## src/rtl/casc_irq_ctrl.sv

```systemverilog
module casc_irq_ctrl #(
  parameter int NUM_SRC   = 32,
  parameter int NUM_SUB   = 11,
  parameter int UART0_SRC = 28,
  parameter int UART1_SRC = 23,
  parameter int UART2_SRC = 15,
  parameter int ADC_SRC   = 31
) (
  input  logic               clk,
  input  logic               rst_n,
  input  logic [NUM_SRC-1:0] src_evt,
  input  logic [NUM_SUB-1:0] sub_evt,
  input  logic               bus_wr,
  input  logic [2:0]         bus_addr,
  input  logic [31:0]        bus_wdata,
  output logic [31:0]        bus_rdata,
  output logic               irq
);
  localparam int OFF_W = $clog2(NUM_SRC);

  logic [NUM_SRC-1:0] src_pend, mask, int_pend;
  logic [NUM_SUB-1:0] sub_pend, sub_mask;
  logic [OFF_W-1:0]   offset;

  logic [NUM_SRC-1:0] cand, fold;
  logic [NUM_SUB-1:0] sub_act;
  logic [OFF_W-1:0]   win;

  function automatic logic [OFF_W-1:0] sub_main(input int i);
    if (i < 3)      return OFF_W'(UART0_SRC);
    else if (i < 6) return OFF_W'(UART1_SRC);
    else if (i < 9) return OFF_W'(UART2_SRC);
    else            return OFF_W'(ADC_SRC);
  endfunction

  wire wr_src  = bus_wr && bus_addr == 3'd0;
  wire wr_mask = bus_wr && bus_addr == 3'd1;
  wire wr_int  = bus_wr && bus_addr == 3'd2;
  wire wr_sub  = bus_wr && bus_addr == 3'd4;
  wire wr_smsk = bus_wr && bus_addr == 3'd5;

  assign sub_act = sub_pend & ~sub_mask;
  assign cand    = src_pend & ~mask;
  assign irq     = |int_pend;

  always_comb begin
    fold = '0;
    for (int i = 0; i < NUM_SUB; i++)
      if (sub_act[i]) fold[sub_main(i)] = 1'b1;
  end

  always_comb begin
    win = '0;
    for (int i = NUM_SRC - 1; i >= 0; i--)
      if (cand[i]) win = OFF_W'(i);
  end

  always_ff @(posedge clk or negedge rst_n) begin
    if (!rst_n) begin
      src_pend <= '0;
      mask     <= '1;
      int_pend <= '0;
      offset   <= '0;
      sub_pend <= '0;
      sub_mask <= '1;
    end else begin
      src_pend <= (src_pend & ~(wr_src ? bus_wdata[NUM_SRC-1:0] : '0)) | src_evt | fold;
      sub_pend <= (sub_pend & ~(wr_sub ? bus_wdata[NUM_SUB-1:0] : '0)) | sub_evt;
      if (wr_mask) mask <= bus_wdata[NUM_SRC-1:0];
      if (wr_smsk) sub_mask <= bus_wdata[NUM_SUB-1:0];
      if (int_pend == '0) begin
        if (|cand) begin
          int_pend <= cand & (~cand + 1'b1);
          offset   <= win;
        end
      end else if (wr_int) begin
        int_pend <= int_pend & ~bus_wdata[NUM_SRC-1:0];
      end
    end
  end

  always_comb begin
    case (bus_addr)
      3'd0:    bus_rdata = 32'(src_pend);
      3'd1:    bus_rdata = 32'(mask);
      3'd2:    bus_rdata = 32'(int_pend);
      3'd3:    bus_rdata = 32'(offset);
      3'd4:    bus_rdata = 32'(sub_pend);
      3'd5:    bus_rdata = 32'(sub_mask);
      default: bus_rdata = '0;
    endcase
  end
endmodule

```

## config.mk

```make
export PLATFORM = sky130hd
export DESIGN_NAME = casc_irq_ctrl
export DESIGN_NICKNAME = d
export VERILOG_FILES = /design/src/rtl/casc_irq_ctrl.sv
export SDC_FILE = /design/constraint.sdc
export NUM_CORES = 1
export LEC_CHECK = 0
export ABC_AREA = 1
export BUFFER_PORTS_ARGS = -buffer_cell sky130_fd_sc_hd__buf_2
export CAP_MARGIN = 20
export CORE_MARGIN = 10
export CORE_UTILIZATION = 51
export CTS_CLUSTER_DIAMETER = 60
export DETAILED_ROUTE_END_ITERATION = 8
export HOLD_SLACK_MARGIN = 0.08
export PLACE_DENSITY = 0.84
export SYNTH_ARGS = -nofsm -noshare
export SYNTH_HDL_FRONTEND = slang
export SYNTH_SLANG_ARGS = --single-unit
```

## constraint.sdc

```tcl
create_clock -name clk -period 2.57 [get_ports clk]
set_clock_uncertainty 0.2 [all_clocks]
set_input_delay 0.3855 -clock clk [delete_from_list [all_inputs] [get_ports clk]]
set_output_delay 0.3855 -clock clk [all_outputs]
set_load 0.02 [all_outputs]
```

==> metrics, run 1 <==
outcome=finished, violations left; failing checks=negative setup slack; mapped cell area=6570 um2; CTS root buffer=clkbuf_16; crit path DAT=2.84 ns; Vias/cell=5.69; TritonCTS Buffers=17; Syn Inst Count=843; max_cap viols=0; Detailed Routing Iterations Pass 1=7; Synth area leaders=dfrtp_1 (30%), dfstp_2 (17%), nand2_1 (11%); Worst setup EP type=flop; crit path kind=flop to flop; worst r2r path cells=14; Warnings, synthesis=0; Die H=134 um; Final Total Pwr=0.00632 W; grt ovf=0; Routed Antenna Nets=0; relative slew slack=0.608; leading cell types by count after synthesis=nand2_1 (192), inv_1 (141), o21ai_0 (93); syn nets=924; sequential-to-total area share from yosys stat=0.476; largest net degree at the start of global routing=46; main combinational cell family by area after synthesis=compound AO/OA/AOI/OAI gates; routability cong.=0.997; compound-gate portion of the synthesized area=0.214; LEAKAGE=4.66 nW; asr flop ratio synth=1.00; worst-path maximum fanout=7; Synth Area in Adders=0; Tightest Pin Transition=0.588 ns; Top FF cell, synth=dfrtp_1; CTS Buffer Depth=2; Pwr Density=668 nW/um2; hpwl dp=16000 um; Synth Area in XOR/XNOR=0; routed len/inst=18.8 um; Post-synth EDFFs=0; worst-case vdd ir drop=0.920 mV; CTS tree=yes; antenna violations before repair=1; Row Count=41; fin crit period=2.73 ns; number of global-route vias before repair=7436; post-synthesis mux area share=0; most common cell in the netlist=nand2_1; Nets=1186; hold violation count in the final report=0; # setup viols final=29; core area=12600 um2; area delta synth->final=43.9%; GRT Overall Usage=0.262; Slew Limit Fails=0; DIE AREA=17800 um2; area of the multi-input gates=2920 um2; library cells used by synthesis=42; post-layout instance count excluding filler cells=1291; Final Cycle Share=1.06; layout cell share with drive strength beyond 1=0.291; fmax=367 MHz; Post-Route WL=24200 um; startpoint types=flop; worst hold path type=primary input to flop; initial core utilization=0.521; hold_ws=0.0861 ns; worst skew pair latency=0.44 ns; routed via count=7341; RSZ-0062 raised after global routing=true; IO Pins=114; clock sinks=123; Starting DRT DRC Count=809; chip width=134 um; drt drc=0; fin worst setup slack=-0.155 ns; htree depth=4; Inst Count DP=1174; first-pass GRT wire length=37500 um; simple-gate share of the synthesized area=0.204; share of Yosys cell area claimed by the top area cell type=0.305; syn_area_per_cell=7.80 um2; Yosys top cell by area=dfrtp_1; Fill cells=904; quantity of I/O buffers inserted on ports=113; DP Worst Slack=-0.137 ns; Min-Delay Path Depth=3; FF+latch area=3130 um2; Synth Register Bits=123; CTS clk-pin slew, worst paths=0.06 ns; Worst Path Required=2.68 ns
## power by group
part / leakage (nW) / switching [W] / total, W / internal [W]
Clock: 0.286 / 0.000935 / 0.00249 / 0.00156
Sequential: 1.31 / 0.000186 / 0.00245 / 0.00226
Combinational: 3.07 / 0.000807 / 0.00138 / 0.000575
## path summary, 6_finish.rpt
check / from / endpoint / slack [ns]
max: mask[16]$_DFFE_PN1P_ / int_pend[25]$_DFFE_PN0P_ / -0.16
min: bus_wdata[7] / sub_mask[7]$_DFFE_PN1P_ / 0.09
max reg2reg: mask[16]$_DFFE_PN1P_ / int_pend[25]$_DFFE_PN0P_ / -0.16
min reg2reg: sub_mask[8]$_DFFE_PN1P_ / sub_mask[8]$_DFFE_PN1P_ / 0.29
max in group asynchronous: rst_n / mask[4]$_DFFE_PN1P_ / 1.16
min in group asynchronous: rst_n / src_pend[22]$_DFF_PN0_ / 0.31
## layer usage
metal	vias up	global-route usage	wire, um
li1	3322	-	-
met1	3461	0.302	9090
met2	466	0.438	11700
met3	92	0.0699	2420
met4	0	0.139	978
met5	-	0	0
## cell type report
cell class / instances / share of cell area
Sequential cell: 123 / 0.331
Multi-Input combinational cell: 539 / 0.308
Timing Repair Buffer: 269 / 0.211
Inverter: 155 / 0.0622
Clock buffer: 19 / 0.0468
Tap cell: 172 / 0.0227
Clock inverter: 13 / 0.0179
Antenna cell: 1 / 0.000265
## metrics by stage
step / setup TNS, ns / area, um2 / util
floorplan: 0 / 6570 / -
global placement: 0 / 7820 / 0.620
detailed placement: -0.138 / 7820 / 0.620
CTS: -0.00165 / 9230 / 0.731
global route: -7.12 / 9460 / 0.750
finish: -2.34 / 9460 / 0.750
## critical path, stage by stage, from the launching register on
cell       delay [ns]
dfstp_2          0.53
inv_1            0.07
nand2_1          0.10
nand2_1          0.09
nor2_1           0.21
nand2_1          0.17
nor2_1           0.24
nor2_2           0.11
nor2_4           0.12
inv_2            0.05
a31oi_4          0.23
buf_4            0.18
clkbuf_16        0.14
buf_4            0.11
a2bb2oi_2        0.04
## repair_timing
action | 4_1_cts | 5_1_grt
resized for setup | 9 | 41
setup buffers | 4 | 7
gates cloned | 0 | 1
hold buffers | 72 | 0
pin swaps | 3 | 12
endpoints found under the setup margin | 4 | 37
hold endpoints to repair | 105 | 0
## layout by cell type (no fill, tap or decap), types with 21 or more instances in the layout
master         synthesis  layout
nand2_1              192     185
dlygate4sd3_1          0      72
nor2_1                73      66
o21ai_0               93      90
o221ai_1              21      21
dfrtp_1               80      80
buf_2                  2     111
inv_1                141     137
buf_4                  1      78
dfstp_2               43      43
## state kept, by name, indices dropped and copies added (netlist names)
name / count
int_pend: 32
mask: 32
src_pend: 32
sub_pend: 11
offset: 5
sub_mask: 11
## cells by family (layout without fill, tap and decap cells)
logic type             count (synthesis)  in the layout
buffers and inverters                181            456
AO/OA/AOI/OAI                        220            220
flip-flops                           123            123
other                                  0              1
AND/OR/NAND/NOR                      319            319
Power figures use the tool's default switching activity.
==> run 2: changes to the inputs <==
--- a/config.mk
+++ b/config.mk
@@ -5,15 +5,15 @@
 export SDC_FILE = /design/constraint.sdc
 export NUM_CORES = 1
 export LEC_CHECK = 0
-export ABC_AREA = 1
 export BUFFER_PORTS_ARGS = -buffer_cell sky130_fd_sc_hd__buf_2
 export CAP_MARGIN = 20
 export CORE_MARGIN = 10
 export CORE_UTILIZATION = 51
 export CTS_CLUSTER_DIAMETER = 60
 export DETAILED_ROUTE_END_ITERATION = 8
+export GPL_TIMING_DRIVEN = 0
 export HOLD_SLACK_MARGIN = 0.08
-export PLACE_DENSITY = 0.84
+export PLACE_DENSITY = 0.83
 export SYNTH_ARGS = -nofsm -noshare
 export SYNTH_HDL_FRONTEND = slang
 export SYNTH_SLANG_ARGS = --single-unit
==> run 2 against run 1 <==
Against the previous run: the run now ends clean; fmax up 7.3%; register-to-register slack gained 0.24 ns; power decreased by 1.8%; sequential share of layout area increased by 0.30 points; flip-flop and latch count stayed put; routed wire length fell by 3.1%; worst setup slack gained 0.19 ns; synthesized cell count fell by 15%; final area shrank 0.90%.
==> metrics, run 2 <==
hold_ws=0.221 ns; worst-case vdd ir drop=0.756 mV; final instance area=9380 um2; Row Count=41; Reg2Reg Setup Slack=0.08 ns; htree depth=4; Top FF cell, synth=dfrtp_1; worst r2r path cells=7; DIE AREA=18200 um2; max_cap viols=0; Worst path slowest cell=dfrtp_1; most common cell after layout, fill and taps aside=buf_2; TritonCTS Buffers=17; RSZ-0062 raised after global routing=true; routed via count=6865; worst skew pair latency=0.43 ns; CP Cell Sequence=nor4_1 > nand4_1 > nor2_4 > inv_2 > buf_2; GRT Overall Usage=0.256; sequential-to-total area share from yosys stat=0.464; post-layout instance count excluding filler cells=1144; # diodes=0; layout cell share with drive strength beyond 1=0.257; Die H=135 um; core area=12800 um2; crit path DAT=1.95 ns; worst hold path type=primary input to asynchronous set/reset pin; Yosys top cell by area=dfrtp_1; asr flop ratio synth=1.00; Syn Inst Count=713; quantity of I/O buffers inserted on ports=112; worst flop-to-flop path endpoint=int_pend[29]$_DFFE_PN0P_; fin crit period=2.54 ns; share of Yosys cell area claimed by the top area cell type=0.297; Reg-to-Reg Start=mask[8]$_DFFE_PN1P_; startpoint types=flop; WP buf/inv=2; Detailed Routing Iterations Pass 1=6; fin worst setup slack=0.0304 ns; chip width=135 um; number of global-route vias before repair=6982; antenna violations before repair=0; Slew Limit Fails=0; Pwr Density=662 nW/um2; largest net degree at the start of global routing=89; initial core utilization=0.528; Setup crit start=int_pend[8]$_DFFE_PN0P_; Worst setup EP type=output port; CTS Buffer Depth=2; Tightest Pin Transition=0.813 ns; Starting DRT DRC Count=913; relative slew slack=0.458; delay-heaviest family, CP=simple AND/OR/NAND/NOR gates; first-pass GRT wire length=36800 um; DP Worst Slack=-0.425 ns; most common cell in the netlist=nand2_1; area post-placement=7550 um2; area delta synth->final=39.0%; Synth area leaders=dfrtp_1 (30%), dfstp_2 (17%), mux2i_1 (5.5%); Vias/cell=6.00; Largest regs=int_pend: 32 flops, mask: 32 flops, src_pend: 32 flops; CTS tree=yes; outcome=finished, final reports clean; Post-synth EDFFs=0; crit path kind=flop to output port; drt drc=0; CTS root buffer=clkbuf_16; mapped cell area=6740 um2; Warnings, synthesis=0; grt ovf=0; routed len/inst=20.5 um; CTS clk-pin slew, worst paths=0.05 ns; hpwl dp=15500 um; # setup viols final=0; leading cell types by count after synthesis=nand2_1 (81), dfrtp_1 (80), nor2_1 (60); commonest non-fill, non-tap cells in the layout=buf_2 (112), dlygate4sd3_1 (109), nand2_1 (81); Inst Count DP=998; Final Util=0.734; Nets=1042; Max stage delay on crit path=0.45 ns; Synth Register Bits=123; Worst Path Required=1.98 ns; Routed Antenna Nets=0; LEAKAGE=4.01 nW; clock sinks=123; Fill cells=846; hold violation count in the final report=0; library cells used by synthesis=54; syn_area_per_cell=9.46 um2; syn nets=794; Final Cycle Share=0.988; fmax=394 MHz; routability cong.=0.972; Post-Route WL=23500 um; worst-path maximum fanout=4; IO Pins=114
==> run 2: cell types whose count changed after synthesis, moves of 12 or more <==
cell      delta
nand2b_1    +37
nor2_1      -13
o21bai_1    -20
nor2b_1     +24
o21ai_0     -55
mux2i_1     +37
mux2_1      +16
o221ai_1    -16
mux2_2      +21
o31ai_1     +12
a21oi_1     +21
nand2_1    -111
a21o_1      +39
inv_1      -100
==> run 2: power breakdown <==
group          leakage (nW)  switching (W)  total, W  internal [W]
sequential             1.29       0.000250   0.00253       0.00228
clock                 0.285       0.000860   0.00234       0.00148
combinational          2.43       0.000756   0.00133      0.000573
==> run 2: kinds of logic after synthesis <==
family	count (synthesis)	synth area share
buffers and inverters	71	0.0397
AO/OA/AOI/OAI	198	0.191
multiplexers	75	0.120
flip-flops	123	0.464
AND/OR/NAND/NOR	246	0.185
==> run 2: cell type report <==
cell class | instances | area [um2] | share of cell area
clock buffer | 22 | 474 | 0.0506
multi-input combinational | 519 | 3430 | 0.366
sequential | 123 | 3130 | 0.334
buffer | 29 | 138 | 0.0147
tap | 172 | 215 | 0.0230
inverter | 42 | 158 | 0.0168
timing repair buffer | 229 | 1740 | 0.185
clock inverter | 8 | 93.8 | 0.0100
==> run 2: worst max-delay path by stage <==
| stage | depth (start not counted) | to | slack [ns] |
|---|---|---|---|
| 2_1_floorplan | 5 | bus_rdata[3] | 0.12 |
| 3_3_place_gp | 1 | src_pend[24]$_DFF_PN0_ | -0.62 |
| 3_5_place_dp | 7 | bus_rdata[3] | -0.42 |
| 4_1_cts | 6 | src_pend[11]$_DFF_PN0_ | 0.01 |
| 5_1_grt | 5 | bus_rdata[31] | -0.02 |
| 6_report | 5 | irq | 0.03 |
==> run 2: stage by stage <==
stage	TNS, ns	power (W)
floorplan	0	0.00322
global placement	-58.42	0.00361
detailed placement	-9.57	0.00366
CTS	0	0.00609
global route	-0.0406	0.00643
finish	0	0.00620
==> run 2: what timing repair did <==
item / in CTS / in global routing
buffers inserted: 2 / 5
gates resized for setup: 16 / 23
endpoints found under the setup margin: 61 / 85
pin swaps: 2 / 3
endpoints found under the hold margin: 127 / 0
hold buffers: 109 / 0
==> run 2: routing by layer <==
metal / wire (um) / part of all wire / vias to the layer above / global-route usage
met5: 0 / 0 / - / 0
met4: 780 / 0.033 / 0 / 0.0897
met3: 2470 / 0.11 / 89 / 0.0872
met2: 11400 / 0.49 / 438 / 0.424
met1: 8810 / 0.38 / 3311 / 0.303
li1: - / - / 3027 / -
==> run 3: changes to the inputs <==
==> constraint.sdc (replaced) <==
create_clock -name clk -period 2.57 [get_ports clk]
set_clock_uncertainty 0.2 [all_clocks]
set_input_delay 0 -clock clk [delete_from_list [all_inputs] [get_ports clk]]
set_output_delay 0 -clock clk [all_outputs]
set_load 0.02 [all_outputs]
==> run 3 against run 2 <==
Against the previous run: critical path depth up 2; final cell count up 1.9%; worst setup slack better by 0.018 ns; first-iteration DRC count up 1.1%; sequential share of layout area down 0.63 points; largest cell class unchanged; global-route usage up 0.44 points; routed wire length up 2.3%; clock power about the same; non-clock buffer count up 21; via count up 1.6%; worst hold slack worse by 0.12 ns; register-to-register slack worse by 0.03 ns; highest routed layer unchanged.
==> metrics, run 3 (same netlist as run 2, synthesis figures left out) <==
clock sinks=123; Reg2Reg Setup Slack=0.05 ns; Reg-to-Reg Start=int_pend[8]$_DFFE_PN0P_; worst-case vdd ir drop=0.771 mV; met2 Resource Use GR=0.423; worst flop-to-flop path endpoint=int_pend[15]$_DFFE_PN0P_; Vias/cell=5.98; CTS clk-pin slew, worst paths=0.05 ns; GRT Overall Usage=0.260; first-pass GRT wire length=37400 um; outcome=finished, final reports clean; Detailed Routing Iterations Pass 1=8; sw power=0.00188 W; startpoint types=flop; Post-Route WL=24000 um; Pwr Density=651 nW/um2; internal power=0.00435 W; drt drc=0; initial core utilization=0.528; GRT Max-Usage Layer=met2; commonest non-fill, non-tap cells in the layout=dlygate4sd3_1 (128), buf_2 (112), nand2_1 (81); routed len/inst=20.6 um; CTS Buffer Depth=2; Largest regs=int_pend: 32 flops, mask: 32 flops, src_pend: 32 flops; Worst setup EP type=flop; worst-path maximum fanout=7; Slew Limit Fails=0; hpwl dp=15500 um; hold violation count in the final report=0; Final Total Pwr=0.00622 W; Global Route met1 Usage=0.313; layout cell share with drive strength beyond 1=0.243; crit path DAT=2.63 ns; Comb power frac=0.217; routability cong.=0.972; Flop pwr share=0.406; CTS tree=yes; Min-Delay Path Depth=4; Clock power frac=0.378; Die H=135 um; routed via count=6976; Nets=1063; core area=12800 um2; LEAKAGE=4.03 nW; worst hold start=bus_addr[0]; IO Pins=114; relative slew slack=0.368; Routed Antenna Nets=0; Starting DRT DRC Count=923; crit path kind=flop to flop; number of global-route vias before repair=7133; fmax=397 MHz; area delta synth->final=41.7%; fin crit period=2.52 ns; antenna violations before repair=1; CTS root buffer=clkbuf_16; Sw Ratio=0.302; most common cell after layout, fill and taps aside=dlygate4sd3_1; chip width=135 um; Final Util=0.748; htree depth=4; Worst Path Required=2.68 ns; DIE AREA=18200 um2; Hold Crit Endpoint=mask[1]$_DFFE_PN1P_; worst r2r path cells=7; worst skew pair latency=0.44 ns; worst hold path type=primary input to flop; Tightest Pin Transition=0.948 ns; Final Cycle Share=0.981; grt ovf=0; TritonCTS Buffers=17; met3 Use GR=0.0853; largest net degree at the start of global routing=89; Row Count=41; # setup viols final=0; quantity of I/O buffers inserted on ports=112; max_cap viols=0
-- run 3: changes by cell type in the layout (fill, tap and decap cells not counted), sizes merged --
| cell | change |
|---|---|
| diode | +1 |
| dlygate4sd3 | +19 |
| clkbuf | -3 |
| buf | +5 |
-- run 3: area by class of cell --
cell class / count / area (um2)
multi-input cells: 519 / 3410
fillers: 807 / 3220
flip-flops and latches: 123 / 3130
repair buffers: 250 / 1960
clock buffers: 22 / 474
well taps: 172 / 215
inverters: 42 / 158
plain buffers: 29 / 114
clock inverters: 8 / 93.8
diodes: 1 / 2.50
-- run 3: how the worst max path moves through the flow --
stage                             start                        to  slack (ns)  cells after the start
3_5_place_dp    int_pend[6]$_DFFE_PN0P_  int_pend[14]$_DFFE_PN0P_       -0.16                      7
6_report        int_pend[8]$_DFFE_PN0P_  int_pend[15]$_DFFE_PN0P_        0.05                      7
4_1_cts        int_pend[18]$_DFFE_PN0P_  int_pend[29]$_DFFE_PN0P_       -0.09                      7
3_3_place_gp                      rst_n    src_pend[24]$_DFF_PN0_       -0.24                      1
5_1_grt             mask[9]$_DFFE_PN1P_  int_pend[29]$_DFFE_PN0P_       -0.04                      7
2_1_floorplan      mask[27]$_DFFE_PN1P_     offset[1]$_DFFE_PN0P_        0.24                      6
-- run 3: what timing repair did --
action | CTS | global route
setup buffers | 0 | 8
resized for setup | 4 | 10
cloned | 0 | 0
pin swaps | 0 | 4
setup endpoints to repair | 30 | 30
hold buffers | 129 | 0
hold endpoints to repair | 241 | 0
-- run 3: per-layer routing --
| metal | wire, um | up-vias |
|---|---|---|
| met4 | 1100 | 0 |
| met2 | 11400 | 453 |
| met1 | 9080 | 3329 |
| met5 | 0 | - |
| li1 | - | 3076 |
| met3 | 2470 | 118 |
-- run 3: critical path: stages, from the launching register on --
cell,delay (ns)
dfrtp_1,0.44
nor4_1,0.40
nand4_1,0.21
nor2_4,0.24
inv_2,0.11
a21oi_4,0.26
nand4b_1,0.22
o41ai_1,0.31
-- run 3: metrics by stage --
| stage | cell area [um2] | setup slack [ns] | hold WS [ns] | cells | TNS [ns] |
|---|---|---|---|---|---|
| after floorplan | 6740 | 0.243 | -0.496 | 713 | 0 |
| after global placement | 7520 | -0.238 | -0.0241 | 997 | -22.04 |
| after detailed placement | 7550 | -0.158 | -0.285 | 998 | -3.45 |
| after CTS | 9430 | -0.0875 | 0.0911 | 1157 | -0.418 |
| after global routing | 9560 | -0.0420 | 0.118 | 1166 | -0.0858 |
| final | 9560 | 0.0489 | 0.0983 | 1166 | 0 |
-- run 3: power by group through the flow --
stage	Sequential, W	Combinational (W)	Clock, W
after floorplan	0.00244	0.000779	0
after global placement	0.00251	0.00111	0
after detailed placement	0.00252	0.00114	0
after CTS	0.00250	0.00128	0.00233
after global routing	0.00255	0.00147	0.00243
final	0.00253	0.00135	0.00235
